--- src/rtl/dq_pkg.sv ---
package dq_pkg;
    localparam int DESC_WORDS = 4;
    localparam int WORD_W     = 32;
    localparam int BYTE_W     = 8;
    localparam int LEN_W      = 16;
    localparam int IDX_W      = $clog2(DESC_WORDS);

    // flag byte bit positions
    localparam int FLAG_OWN    = 0;
    localparam int FLAG_BYPASS = 2;
    localparam int FLAG_IOC    = 7;

    // word indices inside a descriptor
    localparam int W_HEAD = 0;
    localparam int W_NEXT = 1;
    localparam int W_BUF  = 2;

    localparam logic [BYTE_W-1:0] CSUM_GOOD = 8'hFF;

    typedef enum logic [2:0] {
        ST_IDLE,
        ST_FETCH,
        ST_FWAIT,
        ST_CHECK,
        ST_MOVE,
        ST_WBACK,
        ST_PARK
    } dq_state_t;
endpackage

--- src/rtl/dq_csum.sv ---
module dq_csum
    import dq_pkg::*;
(
    input  logic [DESC_WORDS-1:0][WORD_W-1:0] words,
    output logic                               csum_ok
);
    localparam int BPW    = WORD_W / BYTE_W;
    localparam int NBYTES = DESC_WORDS * BPW;

    logic [NBYTES-1:0][BYTE_W-1:0] bytes_q;

    genvar gw, gb;
    generate
        for (gw = 0; gw < DESC_WORDS; gw++) begin : g_word
            for (gb = 0; gb < BPW; gb++) begin : g_byte
                assign bytes_q[gw*BPW+gb] = words[gw][gb*BYTE_W +: BYTE_W];
            end
        end
    endgenerate

    logic [BYTE_W-1:0] total;
    always_comb begin
        total = '0;
        for (int i = 0; i < NBYTES; i++) begin
            total = total + bytes_q[i];
        end
    end

    assign csum_ok = (total == CSUM_GOOD);
endmodule

--- src/rtl/dq_desc_store.sv ---
module dq_desc_store
    import dq_pkg::*;
(
    input  logic                              clk,
    input  logic                              rst_n,
    input  logic                              load,
    input  logic [IDX_W-1:0]                  idx,
    input  logic [WORD_W-1:0]                 word,
    output logic [DESC_WORDS-1:0][WORD_W-1:0] words
);
    always_ff @(posedge clk or negedge rst_n) begin
        if (!rst_n) begin
            words <= '0;
        end else if (load) begin
            words[idx] <= word;
        end
    end
endmodule

--- src/rtl/desc_queue_engine.sv ---
module desc_queue_engine
    import dq_pkg::*;
#(
    parameter int AW = 32
) (
    input  logic              clk,
    input  logic              rst_n,
    input  logic              cmd_start,
    input  logic              cmd_stop,
    input  logic              cmd_resume,
    input  logic [AW-1:0]     start_addr,
    input  logic              tx_mode,
    output logic              active,
    output logic [AW-1:0]     cur_addr,
    output logic              mem_valid,
    input  logic              mem_ready,
    output logic              mem_we,
    output logic [AW-1:0]     mem_addr,
    output logic [31:0]       mem_wdata,
    input  logic              mem_rvalid,
    input  logic [31:0]       mem_rdata,
    output logic              xfer_req,
    output logic [31:0]       xfer_addr,
    output logic [15:0]       xfer_len,
    input  logic              xfer_done,
    input  logic [15:0]       xfer_actual,
    output logic              done_pulse,
    output logic              csum_err_pulse,
    output logic              len_err_pulse
);
    localparam logic [IDX_W-1:0] LAST_IDX = IDX_W'(DESC_WORDS - 1);
    localparam int               WB_SHIFT = $clog2(WORD_W / BYTE_W);

    dq_state_t state, state_d;
    logic [IDX_W-1:0] widx;
    logic             stop_pend;
    logic [LEN_W-1:0] act_len;

    logic [DESC_WORDS-1:0][WORD_W-1:0] dwords;
    logic csum_ok;
    logic store_load;

    // decoded descriptor fields
    logic [BYTE_W-1:0] d_flag;
    logic [BYTE_W-1:0] d_csum;
    logic [LEN_W-1:0]  d_len;
    logic              d_bypass, d_ioc, d_zero_tx;

    assign d_flag    = dwords[W_HEAD][BYTE_W-1:0];
    assign d_csum    = dwords[W_HEAD][2*BYTE_W-1:BYTE_W];
    assign d_len     = dwords[W_HEAD][WORD_W-1:WORD_W-LEN_W];
    assign d_bypass  = d_flag[FLAG_BYPASS];
    assign d_ioc     = d_flag[FLAG_IOC];
    assign d_zero_tx = tx_mode && (d_len == '0);

    assign store_load = (state == ST_FWAIT) && mem_rvalid;

    dq_desc_store u_store (
        .clk   (clk),
        .rst_n (rst_n),
        .load  (store_load),
        .idx   (widx),
        .word  (mem_rdata),
        .words (dwords)
    );

    dq_csum u_csum (
        .words   (dwords),
        .csum_ok (csum_ok)
    );

    // ---------------- next-state logic ----------------
    always_comb begin
        state_d = state;
        unique case (state)
            ST_IDLE:  if (cmd_start) state_d = ST_FETCH;
            ST_FETCH: if (mem_ready) state_d = ST_FWAIT;
            ST_FWAIT: begin
                if (mem_rvalid) begin
                    if (widx == '0 && !mem_rdata[FLAG_OWN]) state_d = ST_PARK;
                    else if (widx == LAST_IDX)              state_d = ST_CHECK;
                    else                                    state_d = ST_FETCH;
                end
            end
            ST_CHECK: begin
                if (!csum_ok)       state_d = ST_PARK;
                else if (d_bypass)  state_d = ST_WBACK;
                else if (d_zero_tx) state_d = ST_PARK;
                else                state_d = ST_MOVE;
            end
            ST_MOVE:  if (xfer_done) state_d = ST_WBACK;
            ST_WBACK: if (mem_ready) state_d = (stop_pend || cmd_stop) ? ST_IDLE : ST_FETCH;
            ST_PARK: begin
                if (stop_pend || cmd_stop) state_d = ST_IDLE;
                else if (cmd_resume)       state_d = ST_FETCH;
            end
            default: state_d = ST_IDLE;
        endcase
    end

    // ---------------- state register ----------------
    always_ff @(posedge clk or negedge rst_n) begin
        if (!rst_n) state <= ST_IDLE;
        else        state <= state_d;
    end

    // ---------------- datapath registers ----------------
    always_ff @(posedge clk or negedge rst_n) begin
        if (!rst_n) begin
            widx           <= '0;
            stop_pend      <= 1'b0;
            cur_addr       <= '0;
            act_len        <= '0;
            done_pulse     <= 1'b0;
            csum_err_pulse <= 1'b0;
            len_err_pulse  <= 1'b0;
        end else begin
            if (state_d == ST_IDLE)
                stop_pend <= 1'b0;
            else if (cmd_stop && state != ST_IDLE)
                stop_pend <= 1'b1;

            if (state == ST_FWAIT && mem_rvalid && state_d == ST_FETCH)
                widx <= widx + 1'b1;
            else if (state_d == ST_FETCH && state != ST_FWAIT && state != ST_FETCH)
                widx <= '0;

            if (state == ST_IDLE && cmd_start)
                cur_addr <= start_addr;
            else if (state == ST_WBACK && mem_ready)
                cur_addr <= AW'(dwords[W_NEXT]);

            if (state == ST_CHECK && d_bypass)
                act_len <= '0;
            else if (state == ST_MOVE && xfer_done)
                act_len <= xfer_actual;

            done_pulse     <= (state == ST_WBACK) && mem_ready && d_ioc;
            csum_err_pulse <= (state == ST_CHECK) && !csum_ok;
            len_err_pulse  <= (state == ST_CHECK) && csum_ok && !d_bypass && d_zero_tx;
        end
    end

    // ---------------- outputs ----------------
    always_comb begin
        active    = (state != ST_IDLE);
        mem_valid = (state == ST_FETCH) || (state == ST_WBACK);
        mem_we    = (state == ST_WBACK);
        mem_addr  = (state == ST_WBACK) ? cur_addr
                                        : cur_addr + (AW'(widx) << WB_SHIFT);
        mem_wdata = {act_len, d_csum, d_flag & ~(BYTE_W'(1) << FLAG_OWN)};
        xfer_req  = (state == ST_MOVE);
        xfer_addr = dwords[W_BUF];
        xfer_len  = d_len;
    end

    // ---------------- assertions ----------------
    assert_reset_quiet_R1: assert property (@(posedge clk)
        !rst_n |=> (!mem_valid && !xfer_req && !done_pulse));

    assert_no_mem_when_idle_R2: assert property (@(posedge clk) disable iff (!rst_n)
        !active |-> !mem_valid && !xfer_req);

    assert_wb_clears_own_R5: assert property (@(posedge clk) disable iff (!rst_n)
        mem_valid && mem_we |-> !mem_wdata[FLAG_OWN]);

    assert_xfer_held_R5: assert property (@(posedge clk) disable iff (!rst_n)
        xfer_req && !xfer_done |=> xfer_req && $stable(xfer_addr) && $stable(xfer_len));

    assert_pulses_exclusive_R6: assert property (@(posedge clk) disable iff (!rst_n)
        $onehot0({done_pulse, csum_err_pulse, len_err_pulse}));

    assert_csum_err_holds_addr_R4: assert property (@(posedge clk) disable iff (!rst_n)
        csum_err_pulse |-> $stable(cur_addr));

    assert_mem_stable_R11: assert property (@(posedge clk) disable iff (!rst_n)
        mem_valid && !mem_ready |=> mem_valid && $stable(mem_we) && $stable(mem_addr));
endmodule

--- config.mk ---
export PLATFORM = sky130hd
export DESIGN_NAME = desc_queue_engine
export DESIGN_NICKNAME = d
export VERILOG_FILES = /design/src/rtl/dq_pkg.sv /design/src/rtl/dq_csum.sv /design/src/rtl/dq_desc_store.sv /design/src/rtl/desc_queue_engine.sv
export SDC_FILE = /design/constraint.sdc
export NUM_CORES = 1
export LEC_CHECK = 0
export ABC_AREA = 1
export BUFFER_PORTS_ARGS = -buffer_cell sky130_fd_sc_hd__buf_2
export CAP_MARGIN = 10
export CELL_PAD_IN_SITES_DETAIL_PLACEMENT = 0
export CELL_PAD_IN_SITES_GLOBAL_PLACEMENT = 1
export CORE_MARGIN = 10
export CORE_UTILIZATION = 42
export CTS_CLUSTER_DIAMETER = 150
export DETAILED_ROUTE_END_ITERATION = 8
export GPL_TIMING_DRIVEN = 0
export MAX_ROUTING_LAYER = met4
export PLACE_DENSITY = 0.9
export SYNTH_ARGS = -nofsm -noshare
export SYNTH_HDL_FRONTEND = slang
export SYNTH_SLANG_ARGS = --single-unit
--- constraint.sdc ---
create_clock -name clk -period 7.45 [get_ports clk]
set_input_delay 0.3725 -clock clk [delete_from_list [all_inputs] [get_ports clk]]
set_output_delay 0.3725 -clock clk [all_outputs]
set_load 0.01 [all_outputs]
# Word level (Yosys, flattened, before mapping)
# Index checks and enable logic that the tools add are counted.
[op_classes]
add_sub_neg = 17
order_cmp = 2
eq_ne = 11
n_mux = 26
reduce_logical = 31
[op_table]
columns = ["cell", "count"]
rows = [
  ["bitwise mux 128 bit", 1],
  ["2-to-1 mux 32 bit", 4],
  ["adder 8 bit", 15],
  ["demux 32 bit (select 2 bit)", 1],
  ["adder 32 x 4 -> 32 bit", 1],
  ["2-to-1 mux 16 bit", 2],
  ["2-to-1 mux 3 bit", 8],
  ["case mux 3 bit (7 select lines)", 1],
  ["logical AND 1 bit", 17],
  ["logical NOT 16 bit", 1],
  ["2-to-1 mux 2 bit", 6],
  ["equality test 3 bit, second input constant", 3],
  ["equality test 8 bit, second input constant", 1],
  ["nonzero test 2 bit", 4],
  ["equality test 3 x 1 -> 1 bit, second input constant", 2],
  ["equality test 3 x 2 -> 1 bit, second input constant", 2],
  ["logical NOT 3 bit", 2],
  ["logical NOT 1 bit", 3],
  ["less-than comparator 2 x 3 -> 1 bit, second input constant", 1],
  ["2-to-1 mux 1 bit", 3],
  ["inequality test 3 x 1 -> 1 bit, second input constant", 1],
  ["inequality test 3 x 2 -> 1 bit, second input constant", 1],
  ["nonzero test 3 bit", 1],
  ["adder 2 x 1 -> 2 bit, second input constant", 1],
  ["other kinds (4)", 5],
]
[totals]
regBits = 185
inputBits = 89
word_cells = 99

# Longest topological paths before layout
# Gate-level depths: netlist (run 1).
[logic_depth]
ltp_word = 23
ltp_mapped = 28
mapped_depth_nobuf = 28

# Cells and area by module
# A second synthesis (run 1) with hierarchy kept.
[unflattened]
cells_unflattened = 1465
hier_area_um2 = 12011.5
[modules_own_cells]
columns = ["module", "instances", "cells_each", "area_per_inst_um2"]
rows = [
  ["dq_desc_store", 1, 569, 5188.7],
  ["desc_queue_engine", 1, 559, 3928.8],
  ["dq_csum", 1, 337, 2894.0],
]

# Worst setup path after synthesis (run 1)
# OpenSTA, ideal clock, no wires.
[synth_path]
kind = "reg2reg"
start = "register u_store.words[74] in the netlist's numbering"
end = "register widx[0]"
setup_time_ns = 0.117
t_arrival_ns = 5.320
slack_ns = 2.013
path_stages_with_launch = 21
path_buffers = 0
synth_period_minus_slack_ns = 5.437
cell_sequence = "dfrtp_1 -> fa_1 -> inv_1 -> fa_1 -> inv_1 -> fa_1 -> inv_1 -> fa_1 -> fa_1 -> inv_1 -> fa_1 -> ha_1 -> fa_1 -> nand4_1 -> a211o_1 -> nor3_1 -> nand2_1 -> a21oi_1 -> nand4_1 -> nand2_1 -> nand2_1"
[synth_between]
elab_chain_len = 14
elab_cells_between_ends = 16
classes_between = "add/sub: 7; eq/ne: 2; mux: 3; reduce/logical: 4"
[synth_rtl]
columns = ["element", "line_no", "rtl"]
rows = [
  ["start, declared", "dq_desc_store.sv:9", "output logic [DESC_WORDS-1:0][WORD_W-1:0] words"],
  ["start signal, assigned by index", "dq_desc_store.sv:15", "words[idx] <= word;"],
  ["adder 8 bit * (7 in series)", "dq_csum.sv:25", "total = total + bytes_q[i];"],
  ["equality test 8 bit *", "dq_csum.sv:29", "assign csum_ok = (total == CSUM_GOOD);"],
  ["2-to-1 mux 2 bit *", "desc_queue_engine.sv:86", "if (!csum_ok) state_d = ST_PARK;"],
  ["case mux 3 bit (7 select lines) *", "desc_queue_engine.sv:75", "unique case (state)"],
  ["equality test 3 x 1 -> 1 bit *", "desc_queue_engine.sv:123, desc_queue_engine.sv:125", ""],
  ["logical AND 1 bit (2 in series)", "desc_queue_engine.sv:125", "else if (state_d == ST_FETCH && state != ST_FWAIT && state != ST_FETCH)"],
  ["nonzero test 2 bit (no line)", "n/a", ""],
  ["end signal, assigned", "desc_queue_engine.sv:124", "widx <= widx + 1'b1;"],
  ["end, declared", "desc_queue_engine.sv:35", "logic [IDX_W-1:0] widx;"],
]
# Every way passes the cells marked *; elsewhere a longest branch is shown, timed or not.
# A chain may end at the register's enable or synchronous reset.

# Final worst setup path (run 1)
[layout_path]
start = "register u_store.words[2] in the netlist's numbering"
end = "register widx[0]"
[layout_between]
elab_chain_len = 22
elab_cells_between_ends = 25
classes_between = "add/sub: 15; eq/ne: 2; mux: 4; reduce/logical: 4"
[layout_rtl]
columns = ["element", "line_no"]
rows = [
  ["adder 8 bit (15 in series)", "dq_csum.sv:25"],
  ["equality test 8 bit", "dq_csum.sv:29"],
  ["2-to-1 mux 2 bit *", "desc_queue_engine.sv:86"],
  ["case mux 3 bit (7 select lines) *", "desc_queue_engine.sv:75"],
  ["equality test 3 x 1 -> 1 bit *", "desc_queue_engine.sv:123, desc_queue_engine.sv:125"],
  ["logical AND 1 bit (2 in series)", "desc_queue_engine.sv:125"],
  ["nonzero test 2 bit (no line)", "n/a"],
]
# Marked as above.

==> results of run 1 <==
## worst max-delay path, delay by kind of cell (launching register included)
kind                       cells  cell delay [ns]
DFF                            1             0.48
adders and majority gates      8             3.93
AOI/OAI and AO/OA              2             0.59
buffers and inverters          2             0.11
and+or+nand+nor                6             1.07
## power by group through the flow
stage	clock network [mW]	registers (mW)	logic (mW)
2_1_floorplan	0	1.59	3.28
3_3_place_gp	0	1.64	4.41
3_5_place_dp	0	1.64	4.55
4_1_cts	0.900	1.62	4.62
5_1_grt	0.942	1.67	5.26
6_report	0.886	1.63	4.57
## layout make-up
class,instances,area [um2],area share
inverters,213,800,0.0596
multi-input cells,727,5110,0.381
clock inverters,15,136,0.0102
clock buffers,17,425,0.0317
flip-flops and latches,185,4630,0.345
diodes,1,2.50,0.000187
plain buffers,107,649,0.0484
repair buffers,239,1230,0.0920
well taps,335,419,0.0313
## sequential cells by signal (all words and copies together), names as in the netlist
name / count
state: 3
widx: 2
len_err_pulse: 1
csum_err_pulse: 1
done_pulse: 1
u_store.words: 128
stop_pend: 1
cur_addr: 32
act_len: 16
## cell usage in the layout (no fill, tap or decap), types with 4 or more instances in the layout
cell type  synthesis  layout
nand2_2            4       4
ha_1              19      19
clkbuf_16          0      17
nor3_1             8       8
nand2_1          234     234
nor4_1             5       5
clkbuf_1          40      40
o21ai_0          159     159
xor2_1            38      38
o22ai_1           13      13
a21oi_1           14      14
o211ai_1          12      12
nor2_1            35      35
inv_1            209     209
buf_4             66      66
fa_1              88      88
inv_6              0       4
dfrtp_1          185     185
buf_2              0     236
nand4_1            4       4
nand3_1           62      62
xnor2_1           11      11
## stage by stage
step	total power [mW]	hold WS [ns]	cell area, um2	util
after floorplan	4.87	0.0769	11200	-
after global placement	6.05	0.466	12800	0.490
after detailed placement	6.19	0.420	12800	0.491
after CTS	7.14	0.141	13400	0.513
after global routing	7.87	0.149	13400	0.513
final	7.09	0.147	13400	0.513
## cell families after synthesis
logic type,after synthesis,share of synthesized area
AND/OR/NAND/NOR,367,0.144
buffers and inverters,320,0.129
AO/OA/AOI/OAI,203,0.0958
flip-flops,185,0.414
adder cells (fa/ha/maj),107,0.179
XOR/XNOR,49,0.0383
other,1,0.000335
## routing by layer
layer  global-route usage  vias up
met1                0.278     4498
met4               0.0652        0
met2                0.360      340
met3               0.0457       51
met5                    -        -
li1                     -     4291
## timing repair
item | in CTS | in global routing
hold buffers | 1 | 0
hold endpoints to repair | 84 | 0
setup buffers | 0 | 0
## final timing paths
kind | start | endpoint
hold / removal | start_addr[7] | cur_addr[7]
setup reg to reg | u_store.words[2] | widx[0]
min in group asynchronous | rst_n | u_store.words[81]
hold reg to reg | u_store.words[123] | u_store.words[123]
max in group asynchronous | rst_n | state[1]
setup / recovery | u_store.words[2] | widx[0]
==> flow_summary_export.csv, run 1 <==
group,metric,value,unit
outcome,status,"finished, final reports clean",
hold_path,hold_depth,3,
setup_path,startpoint_type,"register",
floorplanning,fp.dieW,183,um
sta,setup-violations-final,0,
drt,wl_per_cell,19.7,um
placed_design,port_buffers,237,
floorplanning,rows,59,
drt,antenna_left,0,
setup_path,end_kind,"register",
clocking,clockBufferDepth,2,
drt,routed_wl,36.3,mm
drt,post_drt_via_cell_ratio,4.99,
setup_path,cp.arrival,6.63,ns
setup_path,critical_path.cell_chain,"fa_1 -> inv_1 -> fa_1 -> fa_1 -> fa_1 -> fa_1 -> inv_1 -> fa_1 -> ha_1 -> fa_1 -> nand4_1 -> a211o_1 -> nor3_1 -> nand2_1 -> a21oi_1 -> nand4_1 -> nand2_1 -> nand2_1",
global_route,grt_pass1_vias,9652,
placed_design,post-dp-hpwl,29.2,mm
global_route,grt_remaining_overflow,0,
floorplanning,ios,240,
drt,drc,0,
sta,drv_slew,0,
floorplanning,start_util,0.428,
sta,rsz0062_at_grt,"false",
setup_path,cp_max_fo,4,
cells_and_area,fin_cells,1839,
power_and_ir_drop,swShare,0.486,
drt,drtIter0Drc,802,
setup_path,crit_slowest_cell,"fa_1",
drt,met2_length,17.6,mm
clocking,post_cts_resize_count,0,
logic_synthesis,ys_seq_area_frac,0.414,
sta,fin_crit_sh,0.845,
drt,highest_layer,"met4",
sta,tightest_slew,0.903,ns
drt,wl_met3,2.75,mm
floorplanning,die_h,183,um
placed_design,dpl.cell_count,1805,
placed_design,gp_congestion,0.920,
logic_synthesis,synth_cell_types,36,
setup_path,critPathRequiredTime,7.79,ns
logic_synthesis,yosysTopAreaCell,"dfrtp_1",
logic_synthesis,synth_top_cell_area_share,0.414,
setup_path,slowest_delay,0.57,ns
setup_path,crit_type,"register to register",
cells_and_area,nets,1686,
clocking,htreeDepth,4,
logic_synthesis,yosys_warnings,0,
logic_synthesis,synth.avg_cell_area,9.09,um2
drt,vias,9180,
floorplanning,core,0.0261,mm2
placed_design,place_ws,1.18,ns
logic_synthesis,synth-seq-cells,185,
run,max-cap-violations,0,
drt,dr.pass1.iters,5,
power_and_ir_drop,leakage,7.00,nW
global_route,grt_pass1_wl,56.0,mm
clocking,clk_latency,0.44,ns
power_and_ir_drop,clockPowerShare,0.125,
logic_synthesis,synth.top_cells.by_count,"nand2_1 (234), inv_1 (209), dfrtp_1 (185), o21ai_0 (159), fa_1 (88)",
power_and_ir_drop,p_seq_frac,0.230,
logic_synthesis,synth_edf_count,0,
clocking,cts-root-buf,"clkbuf_16",
hold_path,hold_path_class,"primary input to register",
logic_synthesis,syn_inst,1232,
setup_path,cp_common_cell,"fa_1",
logic_synthesis,synthFlopType,"dfrtp_1",
power_and_ir_drop,switching_power,3.45,mW
sta,max_clock_freq,0.159,GHz
sta,finClkSkew,0.00969,ns
power_and_ir_drop,p_per_area,528,mW/mm2
logic_synthesis,synth_area_leaders,"dfrtp_1 (41%), fa_1 (16%), nand2_1 (7.8%)",
setup_path,r2r_slack,1.15,ns
logic_synthesis,async_flop_share,1.00,
sta,tns,0,ns
power_and_ir_drop,combPwrFrac,0.645,
clocking,cts_tree,"built",
global_route,track_usage,0.223,
cells_and_area,fillCellCount,2446,
power_and_ir_drop,internal-power,3.64,mW
power_and_ir_drop,vdd_drop_max,561,uV
setup_path,reg2reg_depth,18,
sta,fin_crit,6.30,ns
logic_synthesis,synth_nets,1428,
clocking,cts_buffers,17,
logic_synthesis,yosysMostFrequentCell,"nand2_1",
clocking,clkSlewWorstSetupHoldPaths,0.08,ns
global_route,antenna_found_initial,1,
clocking,cts.sinks,185,
logic_synthesis,syn_area,0.0112,mm2
cells_and_area,drive_gt1_frac,0.236,
sta,worst_slack,1.15,ns
drt,met1_length,15.2,mm
floorplanning,die_area,0.0336,mm2
sta,hold_viol_final,0,
global_route,grt_max_degree,102,
cells_and_area,area_growth,19.8,%
sta,slew_headroom,0.398,
No activity file was read; power rests on OpenSTA's default activity.
==> run 2: changes to the inputs <==
- ABC_AREA: 1 -> 0
- CORE_UTILIZATION: 42 -> 40
- PLACE_DENSITY: 0.9 -> 0.87
- clock period: 7.45 -> 5.4 ns (I/O delays scaled with it)
==> flow_summary_export.csv, run 2 <==
group,metric,value,unit
global_route,grt_remaining_overflow,0,
clocking,clockBufferDepth,2,
cells_and_area,largest_register_ffs,128,
sta,hold_viol_final,0,
placed_design,post-dp-hpwl,26.2,mm
global_route,antenna_found_initial,0,
sta,max_clock_freq,0.187,GHz
logic_synthesis,synthMuxAreaShare,0.136,
cells_and_area,final_common_cell,"buf_2",
logic_synthesis,synth_nets,1111,
drt,antenna_left,0,
cells_and_area,diodes,0,
drt,routed_wl,32.9,mm
cells_and_area,drive_gt1_frac,0.411,
placed_design,port_buffers,238,
clocking,cts_buffers,17,
placed_design,gp_congestion,0.902,
setup_path,cpLargestDelayFamily,"adder cells",
setup_path,crit_slowest_cell,"fa_1",
setup_path,cp_common_cell,"fa_1",
clocking,clkSlewWorstSetupHoldPaths,0.07,ns
logic_synthesis,synth_cell_types,51,
sta,drv_slew,0,
outcome,status,"finished, final reports clean",
logic_synthesis,yosys.area_share.simple,0.0671,
drt,dr.pass1.iters,5,
floorplanning,core,0.0270,mm2
setup_path,startpoint_type,"register",
sta,slew_headroom,0.333,
global_route,grt_pass1_wl,49.1,mm
logic_synthesis,synth-seq-cells,185,
drt,wl_per_cell,21.5,um
setup_path,crit_type,"register to register",
sta,rsz0062_at_grt,"true",
setup_path,slowest_delay,0.57,ns
floorplanning,die_area,0.0346,mm2
logic_synthesis,ys_seq_area_frac,0.421,
clocking,clk_latency,0.44,ns
logic_synthesis,synthXorXnorAreaFrac,0.0500,
sta,fin_crit,5.34,ns
setup_path,cp.arrival,5.69,ns
logic_synthesis,yosys_warnings,0,
floorplanning,ios,240,
sta,finClkSkew,0.0131,ns
logic_synthesis,synth.top_cells.by_count,"dfrtp_1 (185), mux2_2 (129), inv_1 (109), fa_1 (88), nand2_1 (83)",
logic_synthesis,yosysTopAreaCell,"dfrtp_1",
sta,tightest_slew,1.00,ns
drt,drc,0,
hold_path,hold_path_class,"primary input to register",
floorplanning,rows,60,
global_route,grt_pass1_vias,8385,
logic_synthesis,synth_top_cell_area_share,0.421,
logic_synthesis,synth_top_family_by_area,"adder cells",
setup_path,cp_max_fo,4,
setup_path,critPathRequiredTime,5.75,ns
sta,holdWs,0.0398,ns
drt,post_drt_via_cell_ratio,5.07,
logic_synthesis,syn_inst,915,
logic_synthesis,synth-adder-area-share,0.182,
setup_path,critical_path.cell_chain,"fa_1 -> inv_1 -> fa_1 -> fa_1 -> inv_1 -> fa_1 -> fa_1 -> fa_1 -> ha_2 -> fa_2 -> a211oi_2 -> xnor2_1 -> and3_1 -> o21ai_2 -> buf_4 -> o31ai_1",
cells_and_area,layout_common_cells,"buf_2 (238), dfrtp_1 (184), mux2_2 (129), inv_1 (106), fa_1 (87)",
clocking,cts.sinks,185,
global_route,grt_max_degree,119,
logic_synthesis,synthFlopType,"dfrtp_1",
logic_synthesis,syn_area,0.0110,mm2
cells_and_area,reg_top3,"u_store.words: 128 flops, cur_addr: 32 flops, act_len: 16 flops",
cells_and_area,nets,1375,
floorplanning,die_h,186,um
sta,fin_crit_sh,0.990,
setup_path,end_kind,"register",
drt,drtIter0Drc,484,
logic_synthesis,async_flop_share,1.00,
drt,vias,7764,
floorplanning,fp.dieW,186,um
clocking,cts_tree,"built",
cells_and_area,top_register,"u_store.words",
clocking,cts-root-buf,"clkbuf_16",
sta,setup-violations-final,0,
logic_synthesis,yosysMostFrequentCell,"dfrtp_1",
logic_synthesis,synth.avg_cell_area,12.0,um2
cells_and_area,area_growth,21.0,%
logic_synthesis,synth_area_leaders,"dfrtp_1 (42%), fa_1 (16%), mux2_2 (13%)",
run,max-cap-violations,0,
floorplanning,start_util,0.407,
logic_synthesis,synth-compound-area-share,0.0524,
clocking,htreeDepth,4,
setup_path,critPathBufInv,3,
global_route,track_usage,0.196,
logic_synthesis,synth_edf_count,0,
==> run 2: worst paths after layout <==
path,cells after the start,start,endpoint,slack [ns]
worst max-delay path,16,u_store.words[25],state[0],0.06
worst min-delay path,3,start_addr[29],cur_addr[29],0.04
worst max register to register,16,u_store.words[25],state[0],0.06
worst min register to register,1,act_len[1],act_len[1],0.49
max in group asynchronous,3,rst_n,cur_addr[11],4.07
min in group asynchronous,2,rst_n,u_store.words[82],0.35
==> run 2: area by class of cell <==
class	count	area, um2
fillers	2448	13700
multi-input cells	525	5390
flip-flops and latches	185	4630
repair buffers	245	1280
plain buffers	96	609
well taps	341	427
clock buffers	17	425
inverters	109	409
clock inverters	14	153
==> run 2: worst min-delay path: cells and delay by family <==
kind / cells / cell delay, ns
AOI/OAI and AO/OA: 1 / 0.06
and+or+nand+nor: 1 / 0.03
buffers and inverters: 1 / 0.07
==> run 2: metal layers <==
layer,vias to the layer above,GRT usage,share of wire
li1,3475,-,-
met1,3979,0.250,0.43
met2,265,0.310,0.48
met3,45,0.0419,0.064
met4,0,0.0519,0.023
met5,-,-,0
==> run 2: cell families (layout without fill, tap and decap cells) <==
family,count (synthesis),in the layout
buffers and inverters,205,481
flip-flops,185,185
AND/OR/NAND/NOR,148,148
multiplexers,133,133
adder cells (fa/ha/maj),107,107
AO/OA/AOI/OAI,78,78
XOR/XNOR,58,58
other,1,1
==> run 2: stage by stage <==
step	setup TNS [ns]	worst slack, ns	area [um2]	util	instances
floorplan	0	0.0362	11000	-	915
global placement	-1.11	-0.333	12600	0.467	1494
detailed placement	-1.62	-0.459	12700	0.469	1495
CTS	0	0.0129	13300	0.492	1529
global route	-0.576	-0.159	13300	0.493	1532
finish	0	0.0562	13300	0.493	1532
==> run 2: what timing repair did <==
action                                 4_1_cts  5_1_grt
pin swaps                                    1       13
buffers inserted                             2        3
endpoints found under the hold margin       67        0
setup endpoints to repair                    4        4
hold buffers                                 1        0
resized for setup                            6        6
Power of run 2 is left out: the tool's default activity adds up to more than one toggle a clock period on the data nets, which glitch-free logic cannot reach.
==> run 3: changes to the inputs <==
- SYNTH_HIERARCHICAL: not set -> 1
==> flow_summary_export.csv, run 3 <==
group,metric,value,unit
logic_synthesis,syn_area,0.0108,mm2
logic_synthesis,synth_top_cell_area_share,0.431,
sta,rsz0062_at_grt,"true",
clocking,cts_tree,"built",
logic_synthesis,synthFlopType,"dfrtp_1",
setup_path,slowest_delay,0.55,ns
drt,drc,0,
setup_path,critical_path.cell_chain,"fa_1 -> inv_2 -> fa_1 -> inv_2 -> fa_1 -> inv_1 -> fa_1 -> fa_1 -> fa_1 -> inv_2 -> ha_4 -> a21o_1 -> a21oi_2 -> xnor2_1 -> a21oi_1 -> or4_4 -> a21oi_4 -> nand2_1 -> o211ai_1 -> a21oi_2 -> or3_1 -> o21ai_1",
setup_path,startpoint_type,"register",
sta,fin_crit,5.95,ns
setup_path,worstReg2RegEnd,"widx[0]",
logic_synthesis,synth-seq-cells,185,
cells_and_area,largest_register_ffs,128,
logic_synthesis,synth_edf_count,0,
floorplanning,core,0.0263,mm2
setup_path,reg2reg_depth,22,
logic_synthesis,yosys_warnings,6,
floorplanning,rows,59,
hold_path,hold_depth,2,
sta,tns,-2.26,ns
drt,drtIter0Drc,477,
drt,routed_wl,32.7,mm
setup_path,r2r_start,"u_store/words[91]",
setup_path,end_kind,"register",
clocking,clk_latency,0.44,ns
placed_design,post-dp-hpwl,26.1,mm
placed_design,placed_area,0.0124,mm2
setup_path,r2r_slack,-0.55,ns
drt,antenna_left,0,
drt,wl_per_cell,22.1,um
cells_and_area,final_area,0.0131,mm2
cells_and_area,nets,1323,
floorplanning,die_h,184,um
drt,vias,7581,
setup_path,crit_slowest_cell,"fa_1",
setup_path,critPathRequiredTime,5.76,ns
placed_design,gp_congestion,0.887,
clocking,cts.sinks,185,
logic_synthesis,synth.top_cells.by_count,"dfrtp_1 (185), mux2_2 (126), inv_1 (110), fa_1 (88), xnor2_1 (50)",
hold_path,hold_path_class,"primary input to register",
logic_synthesis,ys_seq_area_frac,0.431,
global_route,grt_remaining_overflow,0,
sta,slew_headroom,0.449,
logic_synthesis,yosysTopAreaCell,"dfrtp_1",
cells_and_area,fin_cells,1477,
sta,hold_viol_final,0,
logic_synthesis,synthMuxAreaShare,0.165,
cells_and_area,final_common_cell,"buf_2",
drt,post_drt_via_cell_ratio,5.13,
floorplanning,start_util,0.409,
cells_and_area,area_growth,22.0,%
hold_path,min_from,"xfer_actual[11]",
setup_path,cp_max_fo,5,
global_route,grt_pass1_wl,49.4,mm
hold_path,hold_end,"act_len[11]",
placed_design,dpl.cell_count,1436,
sta,setup-violations-final,7,
global_route,grt_pass1_vias,8175,
sta,holdWs,0.0553,ns
logic_synthesis,syn_inst,862,
drt,dr.pass1.iters,5,
logic_synthesis,synthXorXnorAreaFrac,0.0507,
sta,fin_crit_sh,1.10,
floorplanning,fp.dieW,184,um
clocking,clkSlewWorstSetupHoldPaths,0.07,ns
logic_synthesis,synth_top_family_by_area,"adder cells",
run,max-cap-violations,0,
sta,worst_slack,-0.553,ns
logic_synthesis,synth.avg_cell_area,12.5,um2
clocking,clockBufferDepth,2,
clocking,cts-root-buf,"clkbuf_16",
sta,max_clock_freq,0.168,GHz
setup_path,cp_common_cell,"fa_1",
logic_synthesis,synth-compound-area-share,0.0448,
sta,drv_slew,0,
logic_synthesis,synth_nets,1056,
floorplanning,ios,240,
setup_path,cp.arrival,6.31,ns
global_route,grt_max_degree,107,
sta,finClkSkew,0.0157,ns
logic_synthesis,synth-adder-area-share,0.184,
sta,tightest_slew,0.818,ns
clocking,cts_buffers,17,
clocking,htreeDepth,4,
placed_design,port_buffers,238,
cells_and_area,reg_top3,"u_store/words: 128 flops, cur_addr: 32 flops, act_len: 16 flops",
cells_and_area,diodes,0,
floorplanning,die_area,0.0338,mm2
logic_synthesis,synth_cell_types,55,
global_route,antenna_found_initial,0,
cells_and_area,layout_common_cells,"buf_2 (261), dfrtp_1 (180), mux2_2 (126), inv_1 (104), fa_1 (87)",
logic_synthesis,synth_area_leaders,"dfrtp_1 (43%), fa_1 (16%), mux2_2 (13%)",
setup_path,crit_type,"register to register",
cells_and_area,drive_gt1_frac,0.416,
logic_synthesis,yosysMostFrequentCell,"dfrtp_1",
logic_synthesis,yosys.area_share.simple,0.0689,
cells_and_area,top_register,"u_store/words",
outcome,violations,"negative setup slack",
outcome,status,"finished, violations left",
logic_synthesis,async_flop_share,1.00,
global_route,track_usage,0.200,
[run 3: per-layer routing]
metal / track usage / up-vias / wire length (um)
met5: - / - / 0
met4: 0.0669 / 0 / 911
met3: 0.0565 / 40 / 2470
met2: 0.316 / 270 / 15700
met1: 0.242 / 3873 / 13600
li1: - / 3398 / -
[run 3: worst max-delay path, delay by kind of cell, from the launching register on]
| family | cells | cell delay (ns) |
|---|---|---|
| DFF | 1 | 0.41 |
| adders and majority gates | 7 | 3.26 |
| buffers and inverters | 4 | 0.21 |
| AOI/OAI and AO/OA | 7 | 0.98 |
| xor gates and xnor gates | 1 | 0.14 |
| and+or+nand+nor | 3 | 0.87 |
[run 3: cells by family (layout without fill, tap and decap cells)]
| logic type | after synthesis | after routing |
|---|---|---|
| XOR/XNOR | 59 | 59 |
| adder cells (fa/ha/maj) | 105 | 105 |
| other | 1 | 1 |
| AND/OR/NAND/NOR | 132 | 132 |
| AO/OA/AOI/OAI | 75 | 75 |
| multiplexers | 161 | 161 |
| flip-flops | 185 | 185 |
| buffers and inverters | 144 | 424 |
[run 3: how the worst max path moves through the flow]
stage,start,endpoint
final,u_store/words[91],widx[0]
after detailed placement,u_store/words[25],widx[0]
after global placement,u_store/words[25],widx[1]
after floorplan,u_store/words[98],widx[1]
after global routing,u_store/words[98],widx[0]
after CTS,u_store/words[74],widx[0]
[run 3: repair_timing]
item,4_1_cts,5_1_grt
endpoints found under the setup margin,7,7
hold buffers,1,0
hold endpoints to repair,79,0
gates resized for setup,8,12
setup buffers,6,2
pin swaps,16,9
[run 3: final cells by class]
| class | instances | area [um2] |
|---|---|---|
| well taps | 335 | 419 |
| flip-flops and latches | 185 | 4640 |
| clock buffers | 19 | 453 |
| plain buffers | 33 | 188 |
| inverters | 111 | 417 |
| clock inverters | 13 | 133 |
| multi-input cells | 533 | 5580 |
| repair buffers | 248 | 1300 |
| fillers | 2362 | 13200 |
[run 3: metrics by stage]
step,util,setup WS (ns)
finish,0.499,-0.553
global route,0.499,-0.771
CTS,0.497,-0.608
detailed placement,0.472,-0.713
global placement,0.471,-0.663
floorplan,-,-0.301
Power of run 3 is left out for the same reason.
